## src/rtl/msi_pkg.sv

```systemverilog
package msi_pkg;
  localparam int CFG_AW      = 2;
  localparam int NUM_CLASSES = 2;
  localparam int CLS_NORM    = 0;
  localparam int CLS_ERR     = 1;

  typedef enum logic [CFG_AW-1:0] {
    SEL_CTRL = 2'd0,
    SEL_ADDR = 2'd1,
    SEL_DATA = 2'd2,
    SEL_STAT = 2'd3
  } cfg_sel_e;

  localparam logic [7:0]  CAP_ID_VAL   = 8'h05;
  localparam logic [7:0]  NEXT_PTR_VAL = 8'h00;
  localparam logic [2:0]  MMC_VAL      = 3'b001;
  localparam logic [31:0] ADDR_RST_VAL = 32'hFEE0_0000;

  // control register field positions
  localparam int EN_BIT  = 16;
  localparam int MME_LSB = 20;
endpackage

```

## src/rtl/msi_cfg_regs.sv

```systemverilog
module msi_cfg_regs
  import msi_pkg::*;
#(
  parameter int ADDR_W = 32,
  parameter int DATA_W = 16
) (
  input  logic                   clk,
  input  logic                   rst_n,
  input  logic                   cfg_we,
  input  logic [CFG_AW-1:0]      cfg_addr,
  input  logic [31:0]            cfg_wdata,
  output logic [31:0]            cfg_rdata,
  input  logic [NUM_CLASSES-1:0] pend,
  output logic [NUM_CLASSES-1:0] stat_clr,
  output logic                   msi_en,
  output logic [2:0]             mme,
  output logic [ADDR_W-1:0]      addr_reg,
  output logic [DATA_W-1:0]      data_reg
);
  logic wr_ctrl, wr_addr, wr_data, wr_stat;

  always_comb begin
    wr_ctrl = cfg_we && (cfg_addr == SEL_CTRL);
    wr_addr = cfg_we && (cfg_addr == SEL_ADDR);
    wr_data = cfg_we && (cfg_addr == SEL_DATA);
    wr_stat = cfg_we && (cfg_addr == SEL_STAT);
  end

  always_ff @(posedge clk) begin
    if (!rst_n) begin
      msi_en   <= 1'b0;
      mme      <= 3'd0;
      addr_reg <= ADDR_RST_VAL[ADDR_W-1:0];
      data_reg <= '0;
    end else begin
      if (wr_ctrl) begin
        msi_en <= cfg_wdata[EN_BIT];
        mme    <= cfg_wdata[MME_LSB+2:MME_LSB];
      end
      if (wr_addr) addr_reg <= cfg_wdata[ADDR_W-1:0];
      if (wr_data) data_reg <= cfg_wdata[DATA_W-1:0];
    end
  end

  always_comb stat_clr = wr_stat ? cfg_wdata[NUM_CLASSES-1:0] : '0;

  always_comb begin
    unique case (cfg_addr)
      SEL_CTRL: cfg_rdata = {8'h00, 1'b0, mme, MMC_VAL, msi_en, NEXT_PTR_VAL, CAP_ID_VAL};
      SEL_ADDR: cfg_rdata = 32'(addr_reg);
      SEL_DATA: cfg_rdata = 32'(data_reg);
      default:  cfg_rdata = 32'(pend);
    endcase
  end

  // writable control fields take the written value at the next cycle
  assert_ctrl_write_R2: assert property (@(posedge clk) disable iff (!rst_n)
    wr_ctrl |=> (msi_en == $past(cfg_wdata[EN_BIT]) &&
                 mme == $past(cfg_wdata[MME_LSB+2:MME_LSB])));
endmodule

```

## src/rtl/msi_pend_arb.sv

```systemverilog
module msi_pend_arb
  import msi_pkg::*;
#(
  parameter int ADDR_W = 32,
  parameter int DATA_W = 16
) (
  input  logic                   clk,
  input  logic                   rst_n,
  input  logic [NUM_CLASSES-1:0] ev,
  input  logic [NUM_CLASSES-1:0] stat_clr,
  input  logic                   msi_en,
  input  logic [2:0]             mme,
  input  logic [ADDR_W-1:0]      addr_reg,
  input  logic [DATA_W-1:0]      data_reg,
  input  logic                   msg_ready,
  output logic [NUM_CLASSES-1:0] pend,
  output logic                   msg_valid,
  output logic [ADDR_W-1:0]      msg_addr,
  output logic [DATA_W-1:0]      msg_data
);
  localparam int IDX_W = $clog2(NUM_CLASSES);
  localparam logic [DATA_W-1:0] IDX_MASK = DATA_W'((1 << IDX_W) - 1);

  logic             out_err;
  logic             load;
  logic             sel_err;
  logic [IDX_W-1:0] idx;
  logic             fire;

  always_comb begin
    fire    = msg_valid && msg_ready;
    load    = !msg_valid && msi_en && (|pend);
    sel_err = pend[CLS_ERR];
    idx     = IDX_W'(sel_err && (mme != 3'd0));
  end

  for (genvar c = 0; c < NUM_CLASSES; c++) begin : g_pend
    logic ack;
    always_comb ack = fire && (out_err == (c == CLS_ERR));
    always_ff @(posedge clk) begin
      if (!rst_n) pend[c] <= 1'b0;
      else        pend[c] <= ev[c] || (pend[c] && !stat_clr[c] && !ack);
    end
    // an event always leaves its flag set, whatever clears it that cycle
    assert_ev_sticky_R5: assert property (@(posedge clk) disable iff (!rst_n)
      ev[c] |=> pend[c]);
  end

  always_ff @(posedge clk) begin
    if (!rst_n) begin
      msg_valid <= 1'b0;
      out_err   <= 1'b0;
      msg_addr  <= '0;
      msg_data  <= '0;
    end else if (load) begin
      msg_valid <= 1'b1;
      out_err   <= sel_err;
      msg_addr  <= addr_reg;
      msg_data  <= (data_reg & ~IDX_MASK) | DATA_W'(idx);
    end else if (fire) begin
      msg_valid <= 1'b0;
    end
  end

  // payload frozen under back-pressure
  assert_hold_R9: assert property (@(posedge clk) disable iff (!rst_n)
    (msg_valid && !msg_ready) |=>
      (msg_valid && $stable(msg_addr) && $stable(msg_data) && $stable(out_err)));

  // error class wins the next offer
  assert_err_first_R8: assert property (@(posedge clk) disable iff (!rst_n)
    (!msg_valid && msi_en && pend[CLS_ERR]) |=> (msg_valid && out_err));

  // with one message enabled, the index bit is always 0
  assert_fold_R7: assert property (@(posedge clk) disable iff (!rst_n)
    (!msg_valid && msi_en && (|pend) && mme == 3'd0) |=> !msg_data[0]);
endmodule

```

## src/rtl/msi_irq_gen.sv

```systemverilog
module msi_irq_gen
  import msi_pkg::*;
#(
  parameter int ADDR_W = 32,
  parameter int DATA_W = 16
) (
  input  logic              clk,
  input  logic              rst_n,
  input  logic              cfg_we,
  input  logic [CFG_AW-1:0] cfg_addr,
  input  logic [31:0]       cfg_wdata,
  output logic [31:0]       cfg_rdata,
  input  logic              ev_normal,
  input  logic              ev_error,
  output logic              msg_valid,
  input  logic              msg_ready,
  output logic [ADDR_W-1:0] msg_addr,
  output logic [DATA_W-1:0] msg_data,
  output logic              irq_line
);
  logic [NUM_CLASSES-1:0] pend;
  logic [NUM_CLASSES-1:0] stat_clr;
  logic [NUM_CLASSES-1:0] ev;
  logic                   msi_en;
  logic [2:0]             mme;
  logic [ADDR_W-1:0]      addr_reg;
  logic [DATA_W-1:0]      data_reg;

  always_comb begin
    ev           = '0;
    ev[CLS_NORM] = ev_normal;
    ev[CLS_ERR]  = ev_error;
  end

  msi_cfg_regs #(.ADDR_W(ADDR_W), .DATA_W(DATA_W)) regs_i (
    .clk(clk), .rst_n(rst_n), .cfg_we(cfg_we), .cfg_addr(cfg_addr),
    .cfg_wdata(cfg_wdata), .cfg_rdata(cfg_rdata), .pend(pend),
    .stat_clr(stat_clr), .msi_en(msi_en), .mme(mme),
    .addr_reg(addr_reg), .data_reg(data_reg)
  );

  msi_pend_arb #(.ADDR_W(ADDR_W), .DATA_W(DATA_W)) arb_i (
    .clk(clk), .rst_n(rst_n), .ev(ev), .stat_clr(stat_clr),
    .msi_en(msi_en), .mme(mme), .addr_reg(addr_reg), .data_reg(data_reg),
    .msg_ready(msg_ready), .pend(pend), .msg_valid(msg_valid),
    .msg_addr(msg_addr), .msg_data(msg_data)
  );

  always_comb irq_line = !msi_en && (|pend);

  // a legacy-mode event reaches the interrupt line one cycle later
  assert_legacy_line_R4: assert property (@(posedge clk) disable iff (!rst_n)
    ((ev_normal || ev_error) && !msi_en && !cfg_we) |=> irq_line);
endmodule

```

## config.mk

```make
export PLATFORM = sky130hd
export DESIGN_NAME = msi_irq_gen
export DESIGN_NICKNAME = d
export VERILOG_FILES = /design/src/rtl/msi_pkg.sv /design/src/rtl/msi_cfg_regs.sv /design/src/rtl/msi_pend_arb.sv /design/src/rtl/msi_irq_gen.sv
export SDC_FILE = /design/constraint.sdc
export NUM_CORES = 1
export LEC_CHECK = 0
export BUFFER_PORTS_ARGS = -buffer_cell sky130_fd_sc_hd__buf_2
export CORE_MARGIN = 3
export CORE_UTILIZATION = 47
export CTS_CLUSTER_DIAMETER = 150
export DETAILED_ROUTE_END_ITERATION = 6
export PLACE_DENSITY = 0.76
export SETUP_SLACK_MARGIN = 0.3
export SLEW_MARGIN = 20
export SYNTH_ARGS = -nofsm -noshare
export SYNTH_HDL_FRONTEND = slang
export SYNTH_HIERARCHICAL = 1
export SYNTH_SLANG_ARGS = --single-unit
```

## constraint.sdc

```tcl
create_clock -name clk -period 1.35 [get_ports clk]
set_input_delay 0.2025 -clock clk [delete_from_list [all_inputs] [get_ports clk]]
set_output_delay 0.2025 -clock clk [all_outputs]
set_load 0.05 [all_outputs]
```

==> results.toml <==
[floorplan]
io_pins = 122
die_area_um2 = 10800
chipWidth_um = 104
rows = 35
core-area_um2 = 9280
initial_core_util_pct = 48.6
chipHeight_um = 104

[global_route]
grt_first_pass_wirelength_um = 22800
grt.met3_usage_pct = 5.46
grt_usage_pct = 26.2
antenna_found_initial = 0
grt_max_degree = 77
gr-usage-met2_pct = 46.3
grt_pass1_vias = 4380
grt-busiest-layer = "met2"
use_met1_pct = 31.6
overflow = 0

[sta]
worst_pin_slew_ns = 0.336
holdWs_ns = 0.0335
rsz0062_at_grt = "true"
min_period_over_period_pct = 116
setup_ws_ns = -0.211
timing.final.hold_violations = 0
finalMaxSlewViolations = 0
finalSetupViolCount = 53
finClkSkew_ns = 0.0136
finalCriticalPeriod_ns = 1.56
fmax_mhz = 640
slew_headroom_pct = 77.6

[critical_path]
cp.required_ns = 1.15
crit_path_cell_trace = "mux2_4, a22o_4, buf_8"
slowest_delay_ns = 0.34
worstPathArrival_ns = 1.36
end_kind = "primary output"
critPathSlowestCell = "dfxtp_2"
crit_fanout = 2
crit_family = "flip-flops"
critPathLaunchType = "flip-flop"
critPathKind = "reg -> out"
path_buf_inv = 1
timing.rr.start = "regs_i/msi_en"
crit_start = "regs_i/addr_reg[1]"

[synthesis]
synth_nets = 532
synthesis.area_um2 = 4510
synth.avg_cell_area_um2 = 9.17
ys_seq_elements = 104
ys_types = 32
synth_top_area_share_pct = 46.2
ys_top_cells_by_area = "dfxtp_1 46%, mux2i_1 21%, nand2_1 13%"
synth_top_area_cell = "dfxtp_1"
syn_inst = 492
synth_seq_area_share_pct = 46.2
ys_warn_count = 6

[power_and_ir_drop]
finalPower_mw = 6.50
peakVddDrop_mv = 0.529
power_density_nw_per_um2 = 844
power.leakage_nw = 3.31

[final_layout]
antenna_cells = 0
fin_nets = 723
drive_gt1_share_pct = 56.8
utilization_pct = 82.9
syn2layout_area_growth_pct = 70.6

[run_status]
status = "finished with violations"
violations = "setup timing"

[clock_tree]
ctsHoldBuffers = 0
cts_max_level = 3
clockBufferDepth = 2
cts.sinks = 104
tritoncts = "yes"
clkTransAtPathRegs_ns = 0.11
clock_latency_ns = 0.37
cts-buffers-inserted = 9
cts_root_buffer = "clkbuf_8"

[placement]
io_buffers = 121
hpwl_um = 7670
place.gp.congestion = 0.811

[hold_path]
hp-start = "ev_error"
holdCritPathClass = "in -> reg"

[route]
drt-wirelength-per-cell_um = 18.7
vias_per_cell = 5.29
vias = 4326
drtIter0Drc = 234
drc = 0
finalWirelength_um = 15300
dr.pass1.iters = 5
antenna_left = 0

[job]
maxCapViolations = 0
[worst reg2reg max path, stage by stage (launching register included)]
cell      delay (ns)
dfxtp_2         0.37
buf_6           0.09
nor2b_4         0.14
a21boi_4        0.23
buf_12          0.15
buf_12          0.11
buf_12          0.13
mux2i_4         0.25
[per-layer routing]
metal  vias to the layer above  share of wire (%)
met5                         -                  0
met4                         0                1.9
met3                        24                6.0
met2                       157                 51
met1                      2129                 41
li1                       2016                  -
[layout make-up]
cell class              instances  area (µm²)
repair buffers                220        2580
multi-input cells             333        2480
flip-flops and latches        104        2210
fillers                       491        1590
well taps                     129         161
clock buffers                  10         138
clock inverters                 6        66.3
inverters                      15        56.3
[Yosys cell counts, drive strengths merged]
master / count
buf: 20
a22oi: 1
mux2: 1
o21ai: 1
o211ai: 10
and4: 2
and2b: 1
nor3b: 1
nand3: 1
nand4b: 10
a22o: 14
nand2b: 1
o22ai: 1
a311oi: 2
and3b: 1
dfxtp: 104
nor3: 1
and2: 12
a21oi: 2
nor2: 4
mux2i: 94
inv: 15
clkbuf: 21
o21a: 3
nor2b: 4
nand2: 162
nand3b: 1
o21ba: 1
a21boi: 1
[metrics by stage]
stage	cell area (µm²)	setup WS [ns]	TNS [ns]	cells
after global routing	7690	-0.257	-10.02	817
after CTS	7370	-0.190	-3.19	800
after floorplan	4680	-0.0344	-0.0344	492
final	7690	-0.211	-6.15	817
after global placement	5430	-0.0912	-1.09	722
after detailed placement	5430	-0.131	-2.06	722
[logic make-up after synthesis]
logic type	count (synthesis)	synth area share [%]
DFF	104	46.2
and+or+nand+nor	201	19.6
muxes	95	21.1
buffers and inverters	56	6.71
AOI/OAI and AO/OA	36	6.38
[final timing paths]
path                              to  slack (ns)  cells after the start
hold reg to reg    arb_i/msg_data[4]        0.48                      2
setup reg to reg  arb_i/msg_addr[23]       -0.20                      7
setup / recovery        cfg_rdata[1]       -0.21                      3
hold / removal         arb_i/sel_err        0.03                      2
[what timing repair did]
action	in CTS	in global routing
setup buffers	55	14
endpoints found under the setup margin	131	134
pin swaps	10	21
gates resized for setup	383	27
cloned	7	3
[placed cells by master, fill, tap and decap left out, drive strengths merged, types with 2 or more instances in the layout]
cell type	netlist	routed
nor2	4	4
o211ai	10	10
mux2i	94	94
and2b	1	2
dfxtp	104	104
inv	15	17
o21a	3	3
buf	20	217
nand4b	10	10
a21oi	2	2
a311oi	2	2
clkinv	0	2
and4	2	2
nand2	162	162
a22o	14	14
nor2b	4	4
clkbuf	21	13
and2	12	12
[where the power goes]
part           leakage [nW]  switching (mW)  total [mW]  internal, mW
registers             0.882          0.0693        3.22          3.15
logic                  2.32           0.631        1.20         0.569
clock network         0.103            1.16        2.08         0.919
No activity file was read; power rests on OpenSTA's default activity.
